--- config.mk ---
export PLATFORM = sky130hd
export DESIGN_NAME = mw_eeprom
export DESIGN_NICKNAME = d
export VERILOG_FILES = /design/src/rtl/mw_pkg.sv /design/src/rtl/mw_edge.sv /design/src/rtl/mw_store.sv /design/src/rtl/mw_eeprom.sv
export SDC_FILE = /design/constraint.sdc
export NUM_CORES = 1
export LEC_CHECK = 0
export BUFFER_PORTS_ARGS = -buffer_cell sky130_fd_sc_hd__buf_2
export CORE_MARGIN = 2
export CORE_UTILIZATION = 45
export CTS_CLUSTER_DIAMETER = 40
export CTS_CLUSTER_SIZE = 24
export DETAILED_ROUTE_END_ITERATION = 8
export GPL_TIMING_DRIVEN = 0
export PLACE_DENSITY = 0.67
export REMOVE_ABC_BUFFERS = 1
export SYNTH_ARGS = -nofsm -noshare
export SYNTH_HDL_FRONTEND = slang
export SYNTH_HIERARCHICAL = 1
export SYNTH_SLANG_ARGS = --single-unit
--- constraint.sdc ---
create_clock -name clk -period 4.1 [get_ports clk]
set_input_delay 1.025 -clock clk [delete_from_list [all_inputs] [get_ports clk]]
set_output_delay 1.025 -clock clk [all_outputs]
set_load 0.05 [all_outputs]
--- src/rtl/mw_pkg.sv ---
package mw_pkg;

    typedef enum logic [2:0] {
        ST_IDLE  = 3'd0,
        ST_CMD   = 3'd1,
        ST_DATA  = 3'd2,
        ST_READ  = 3'd3,
        ST_ARMED = 3'd4,
        ST_HOLD  = 3'd5,
        ST_BUSY  = 3'd6
    } mw_state_e;

    typedef enum logic [1:0] {
        OP_WRITE = 2'd0,
        OP_ERASE = 2'd1,
        OP_ERAL  = 2'd2,
        OP_WRAL  = 2'd3
    } mw_op_e;

    localparam logic [1:0] OPC_READ  = 2'b10;
    localparam logic [1:0] OPC_WRITE = 2'b01;
    localparam logic [1:0] OPC_ERASE = 2'b11;
    localparam logic [1:0] OPC_EXT   = 2'b00;

    localparam logic [1:0] EXT_WEN  = 2'b11;
    localparam logic [1:0] EXT_WDS  = 2'b00;
    localparam logic [1:0] EXT_ERAL = 2'b10;
    localparam logic [1:0] EXT_WRAL = 2'b01;

endpackage

--- src/rtl/mw_edge.sv ---
module mw_edge (
    input  logic clk,
    input  logic rst_n,
    input  logic sk,
    input  logic cs,
    output logic sk_rise,
    output logic cs_fall
);
    logic sk_q;
    logic cs_q;

    always_ff @(posedge clk or negedge rst_n) begin
        if (!rst_n) begin
            sk_q <= 1'b0;
            cs_q <= 1'b0;
        end else begin
            sk_q <= sk;
            cs_q <= cs;
        end
    end

    assign sk_rise = sk & ~sk_q;
    assign cs_fall = cs_q & ~cs;
endmodule

--- src/rtl/mw_store.sv ---
module mw_store #(
    parameter int AW8 = 5
) (
    input  logic           clk,
    input  logic           rst_n,
    input  logic           wr_en,
    input  logic           wr_fill,
    input  logic           wr_x16,
    input  logic [AW8-1:0] wr_addr,
    input  logic [15:0]    wr_data,
    input  logic           rd_x16,
    input  logic [AW8-1:0] rd_addr,
    output logic [15:0]    rd_word
);
    localparam int NB = 1 << AW8;

    logic [7:0] mem_q [NB];

    for (genvar i = 0; i < NB; i++) begin : g_byte
        localparam logic [AW8-1:0] IDX = AW8'(i);
        logic hit;
        logic [7:0] val;

        always_comb begin
            hit = wr_fill || (wr_x16 ? (IDX[AW8-1:1] == wr_addr[AW8-2:0])
                                     : (IDX == wr_addr));
            val = (wr_x16 && !IDX[0]) ? wr_data[15:8] : wr_data[7:0];
        end

        always_ff @(posedge clk or negedge rst_n) begin
            if (!rst_n)            mem_q[i] <= 8'hFF;
            else if (wr_en && hit) mem_q[i] <= val;
        end
    end

    logic [AW8-1:0] hi_idx;
    logic [AW8-1:0] lo_idx;

    always_comb begin
        hi_idx  = {rd_addr[AW8-2:0], 1'b0};
        lo_idx  = {rd_addr[AW8-2:0], 1'b1};
        rd_word = rd_x16 ? {mem_q[hi_idx], mem_q[lo_idx]} : {mem_q[rd_addr], 8'h00};
    end
endmodule

--- src/rtl/mw_eeprom.sv ---
module mw_eeprom
    import mw_pkg::*;
#(
    parameter int AW16        = 4,
    parameter int PROG_CYCLES = 40
) (
    input  logic clk,
    input  logic rst_n,
    input  logic org_x16,
    input  logic cs,
    input  logic sk,
    input  logic di,
    output logic do_o,
    output logic do_oe
);
    localparam int AW8   = AW16 + 1;
    localparam int HDR_W = AW8 + 2;
    localparam int CNT_W = $clog2(HDR_W + 17);
    localparam int TMR_W = $clog2(PROG_CYCLES + 1);

    typedef struct packed {
        mw_state_e        st;
        logic [CNT_W-1:0] cnt;
        logic [HDR_W-1:0] hdr;
        logic [15:0]      dat;
        logic [AW8-1:0]   addr;
        mw_op_e           op;
        logic             wel;
        logic             rdy;
        logic             q;
        logic [TMR_W-1:0] tmr;
    } ctl_t;

    ctl_t r_q, r_d;

    logic sk_rise, cs_fall;
    logic commit;
    logic [15:0] rd_word;

    mw_edge u_edge (
        .clk     (clk),
        .rst_n   (rst_n),
        .sk      (sk),
        .cs      (cs),
        .sk_rise (sk_rise),
        .cs_fall (cs_fall)
    );

    mw_store #(.AW8(AW8)) u_store (
        .clk     (clk),
        .rst_n   (rst_n),
        .wr_en   (commit),
        .wr_fill (r_q.op == OP_ERAL || r_q.op == OP_WRAL),
        .wr_x16  (org_x16),
        .wr_addr (r_q.addr),
        .wr_data (r_q.dat),
        .rd_x16  (org_x16),
        .rd_addr (r_q.addr),
        .rd_word (rd_word)
    );

    logic [CNT_W-1:0] hdr_len, word_len, cnt_inc;
    logic [HDR_W-1:0] hdr_nx;
    logic [1:0]       opc, ext;
    logic [AW8-1:0]   addr_nx, addr_inc;

    always_comb begin
        r_d      = r_q;
        commit   = 1'b0;
        hdr_len  = org_x16 ? CNT_W'(AW16 + 2) : CNT_W'(AW8 + 2);
        word_len = org_x16 ? CNT_W'(16) : CNT_W'(8);
        cnt_inc  = r_q.cnt + 1'b1;
        hdr_nx   = {r_q.hdr[HDR_W-2:0], di};
        opc      = org_x16 ? hdr_nx[AW16+1 -: 2] : hdr_nx[AW8+1 -: 2];
        ext      = org_x16 ? hdr_nx[AW16-1 -: 2] : hdr_nx[AW8-1 -: 2];
        addr_nx  = org_x16 ? {1'b0, hdr_nx[AW16-1:0]} : hdr_nx[AW8-1:0];
        addr_inc = org_x16 ? {1'b0, r_q.addr[AW16-1:0] + AW16'(1)} : r_q.addr + 1'b1;

        if (cs_fall) r_d.rdy = 1'b0;

        unique case (r_q.st)
            ST_IDLE: begin
                if (cs && sk_rise && di) begin
                    r_d.st  = ST_CMD;
                    r_d.cnt = '0;
                    r_d.hdr = '0;
                    r_d.rdy = 1'b0;
                end
            end
            ST_CMD: begin
                if (sk_rise) begin
                    r_d.hdr = hdr_nx;
                    r_d.cnt = cnt_inc;
                    if (cnt_inc == hdr_len) begin
                        r_d.addr = addr_nx;
                        r_d.cnt  = '0;
                        r_d.dat  = 16'hFFFF;
                        unique case (opc)
                            OPC_READ: begin
                                r_d.st = ST_READ;
                                r_d.q  = 1'b0;
                            end
                            OPC_WRITE: begin
                                r_d.st = ST_DATA;
                                r_d.op = OP_WRITE;
                            end
                            OPC_ERASE: begin
                                r_d.st = ST_ARMED;
                                r_d.op = OP_ERASE;
                            end
                            default: begin
                                unique case (ext)
                                    EXT_WEN:  begin r_d.wel = 1'b1; r_d.st = ST_HOLD; end
                                    EXT_WDS:  begin r_d.wel = 1'b0; r_d.st = ST_HOLD; end
                                    EXT_ERAL: begin r_d.op = OP_ERAL; r_d.st = ST_ARMED; end
                                    default:  begin r_d.op = OP_WRAL; r_d.st = ST_DATA; end
                                endcase
                            end
                        endcase
                    end
                end
            end
            ST_DATA: begin
                if (sk_rise) begin
                    r_d.dat = {r_q.dat[14:0], di};
                    r_d.cnt = cnt_inc;
                    if (cnt_inc == word_len) r_d.st = ST_ARMED;
                end
            end
            ST_READ: begin
                if (sk_rise) begin
                    if (r_q.cnt == '0) begin
                        r_d.q   = rd_word[15];
                        r_d.dat = {rd_word[14:0], 1'b0};
                        r_d.cnt = word_len - 1'b1;
                    end else begin
                        r_d.q   = r_q.dat[15];
                        r_d.dat = {r_q.dat[14:0], 1'b0};
                        r_d.cnt = r_q.cnt - 1'b1;
                        if (r_q.cnt == CNT_W'(1)) r_d.addr = addr_inc;
                    end
                end
            end
            ST_ARMED: begin
                if (!cs) begin
                    if (r_q.wel) begin
                        r_d.st  = ST_BUSY;
                        r_d.tmr = TMR_W'(PROG_CYCLES - 1);
                    end else begin
                        r_d.st = ST_IDLE;
                    end
                end else if (sk_rise) begin
                    r_d.st = ST_HOLD;
                end
            end
            ST_BUSY: begin
                if (r_q.tmr == '0) begin
                    commit  = 1'b1;
                    r_d.st  = ST_IDLE;
                    r_d.rdy = 1'b1;
                end else begin
                    r_d.tmr = r_q.tmr - 1'b1;
                end
            end
            default: ;
        endcase

        if (!cs && (r_q.st == ST_CMD || r_q.st == ST_DATA ||
                    r_q.st == ST_READ || r_q.st == ST_HOLD))
            r_d.st = ST_IDLE;
    end

    always_ff @(posedge clk or negedge rst_n) begin
        if (!rst_n) r_q <= '0;
        else        r_q <= r_d;
    end

    assign do_oe = cs && (r_q.st == ST_READ || r_q.st == ST_BUSY ||
                          (r_q.st == ST_IDLE && r_q.rdy));
    assign do_o  = (r_q.st == ST_READ) ? r_q.q : (r_q.st != ST_BUSY);
endmodule

==> metrics.csv <==
stage;metric;value;unit
yosys;yosysWarningCount;6;
power;pwr-share-clk;44.9;%
finish;area_growth;11.5;%
finish;finalInstanceArea;20000;µm²
global_routing;grt_pass1_wl;75500;µm
hold_path;worstHoldPathType;primary input to async pin;
power;ir_worst_vdd;0.000348;V
yosys;synth.distinct_cells;78;
clocking;htree_levels;2;
drt;drt_wl_total;49100;µm
finish;nFillCells;3347;
drt;drt_pass1_iterations;5;
sta;finalHoldViolations;0;
clocking;cts_inserted_buffers;49;
sta;fin_crit_sh;97.7;%
yosys;syn_area;17900;µm²
placed_design;portBuffers;7;
yosys;synth_area_leaders;dfstp_2, mux4_2, mux2_2, dfrtp_1, mux2i_1;
yosys;synth_common_cells;dfstp_2, mux2_2, mux4_2, nand2_1, a21oi_1;
drt;drt_iter0_markers;1180;
sta;relSlewSlack;-4.17;%
power;p_int;5920;µW
placed_design;dp_hpwl;30200;µm
global_routing;track_usage;24.1;%
global_routing;grt_max_degree;129;
power;seq_power_share;41.2;%
worst_setup_path;critical_path_arrival;4490;ps
drt;drcViolationCount;0;
finish;nets;1390;
yosys;yosysTopAreaCell;dfstp_2;
sta;skew;26.3;ps
worst_setup_path;start_kind;flip-flop;
clocking;cts-root-buf;clkbuf_16;
worst_setup_path;path_max_fanout;32;
sta;fin_ws;93.3;ps
yosys;ys_ff_latch;303;
power;leakage;0.00732;µW
die;fp-row-count;73;
drt;vias;12354;
outcome;outcome;finished, violations left;
die;core;39500;µm²
drt;via_per_inst;6.38;
clocking;cts_sinks;303;
clocking;cts_buffer_depth;3;
worst_setup_path;endpoint_kind;flip-flop;
clocking;cts_tree;yes;
global_routing;grt_pass1_vias;12341;
die;die_h;204;µm
power;power;8820;µW
sta;maxSlewViolCount;9;
die;die_area;41500;µm²
die;ios;8;
drt;ant_nets;0;
power;power_frac_comb;13.9;%
clocking;hold_buffers;0;
placed_design;placed_area;18400;µm²
sta;fmax;0.250;GHz
global_routing;grt_overflow_total;0;
sta;whs;372;ps
sta;grt_setup_unrepaired;false;
finish;diodes;0;
power;netSwitchingPower;2890;µW
outcome;violations;max-capacitance violations, max-slew violations;
die;chipWidth;204;µm
yosys;yosysMostFrequentCell;dfstp_2;
clocking;insertion_delay;570;ps
yosys;synth_area_per_cell;12.7;µm²
run;drv_cap;1;
yosys;synthFlopType;dfstp_2;
finish;drive_above_1_share;52.3;%
worst_setup_path;crit_required;4580;ps
global_routing;antenna_found_initial;0;
power;power_density;441;nW/µm²
clocking;post_cts_buffers;0;
sta;finalSetupTns;0;ps
power;netSwitchingFraction;32.8;%
yosys;synth_top_area_share;37.5;%
clocking;cts.clk_slew.worst_paths;60;ps
sta;worst_pin_slew;1560;ps
drt;wire_per_inst;25.4;µm
placed_design;place_congestion;0.805;
yosys;seq_area_frac_synth;44.1;%
yosys;synth_edf_count;0;
worst_setup_path;critPathKind;flip-flop to flip-flop;
die;start_util;45.4;%
sta;setup_viol;0;
clocking;ctsResizeCount;0;
yosys;syn_inst;1418;
sta;final.min_clock_period;4010;ps
placed_design;place_ws;-516;ps
yosys;synthArstFlopShare;100;%
==> state kept, by name, indices dropped and copies added, names as in the netlist <==
name and cells:
hdr_nx 6, r_q 39, u_edge/cs_q 1, u_edge/sk_q 1
u_store/mem_q 256
==> power groups by stage <==
| stage | Clock (µW) | Combinational (µW) | Sequential, µW |
|---|---|---|---|
| 6_report | 3960 | 1220 | 3640 |
| 5_1_grt | 4190 | 1330 | 3680 |
| 4_1_cts | 4040 | 1210 | 3630 |
| 3_5_place_dp | 0 | 1200 | 3670 |
| 3_3_place_gp | 0 | 1160 | 3660 |
| 2_1_floorplan | 0 | 869 | 3480 |
==> cell usage in the layout, fill, tap and decap left out, types with 10 or more instances in the layout <==
cell	count
a21oi_1	84
a2bb2oi_2	10
and2_1	11
clkbuf_16	49
dfrtp_1	41
dfstp_2	256
ha_1	10
inv_1	16
inv_6	11
mux2_2	198
mux2i_1	75
mux4_2	114
nand2_1	87
nand2b_1	15
nand3_1	15
nor2_1	71
nor2b_1	20
nor3_1	23
o21ai_0	42
o21ai_2	21
o22ai_1	26
==> path summary, 6_finish.rpt <==
check | start | to | slack, ps | cells past startpoint
min in group clk | u_store/mem_q[121] | u_store/mem_q[121] | 480 | 2
min | rst_n | r_q[3] | 370 | 1
max | r_q[45] | u_store/mem_q[141] | 90 | 4
max reg2reg | r_q[45] | u_store/mem_q[141] | 90 | 4
min reg2reg | u_store/mem_q[121] | u_store/mem_q[121] | 480 | 2
max in group asynchronous | rst_n | u_store/mem_q[194] | 2210 | 3
==> metal layers <==
layer | GRT usage, % | vias up | share of wire (%)
met2 | 36.7 | 469 | 46
met1 | 33.3 | 6456 | 42
met3 | 4.86 | 122 | 7.8
li1 | - | 5307 | -
met4 | 10.9 | 0 | 4.6
met5 | 0 | - | 0
==> cells by family (layout without fill, tap and decap cells) <==
logic type | Yosys count | count (layout) | share of synthesized area, %
XOR/XNOR | 11 | 11 | 0.537
AO/OA/AOI/OAI | 266 | 266 | 9.99
buffers and inverters | 134 | 128 | 3.87
adder cells (fa/ha/maj) | 10 | 10 | 0.697
AND/OR/NAND/NOR | 296 | 296 | 8.48
flip-flops | 303 | 303 | 44.1
multiplexers | 398 | 398 | 32.4
==> worst max-delay path: stages, from the launching register on <==
cell and delay (ps):
dfrtp_1 960, nand3b_1 410, nor2_4 820, nor2b_1 1280, mux2_2 440
==> metrics by stage <==
step           utilization [%]  std cells
2_1_floorplan                -       1300
3_3_place_gp              45.5       1832
3_5_place_dp              46.6       1848
4_1_cts                   50.6       1937
5_1_grt                   50.6       1937
6_report                  50.6       1937
==> layout make-up <==
class / count / area, µm² / area share, %
repair buffers: 23 / 398 / 1.99
multi-input cells: 981 / 9400 / 47.0
clock buffers: 53 / 1250 / 6.26
inverters: 16 / 60.1 / 0.300
clock inverters: 36 / 323 / 1.61
well taps: 525 / 657 / 3.28
flip-flops and latches: 303 / 7920 / 39.6
Power figures use the tool's default switching activity.
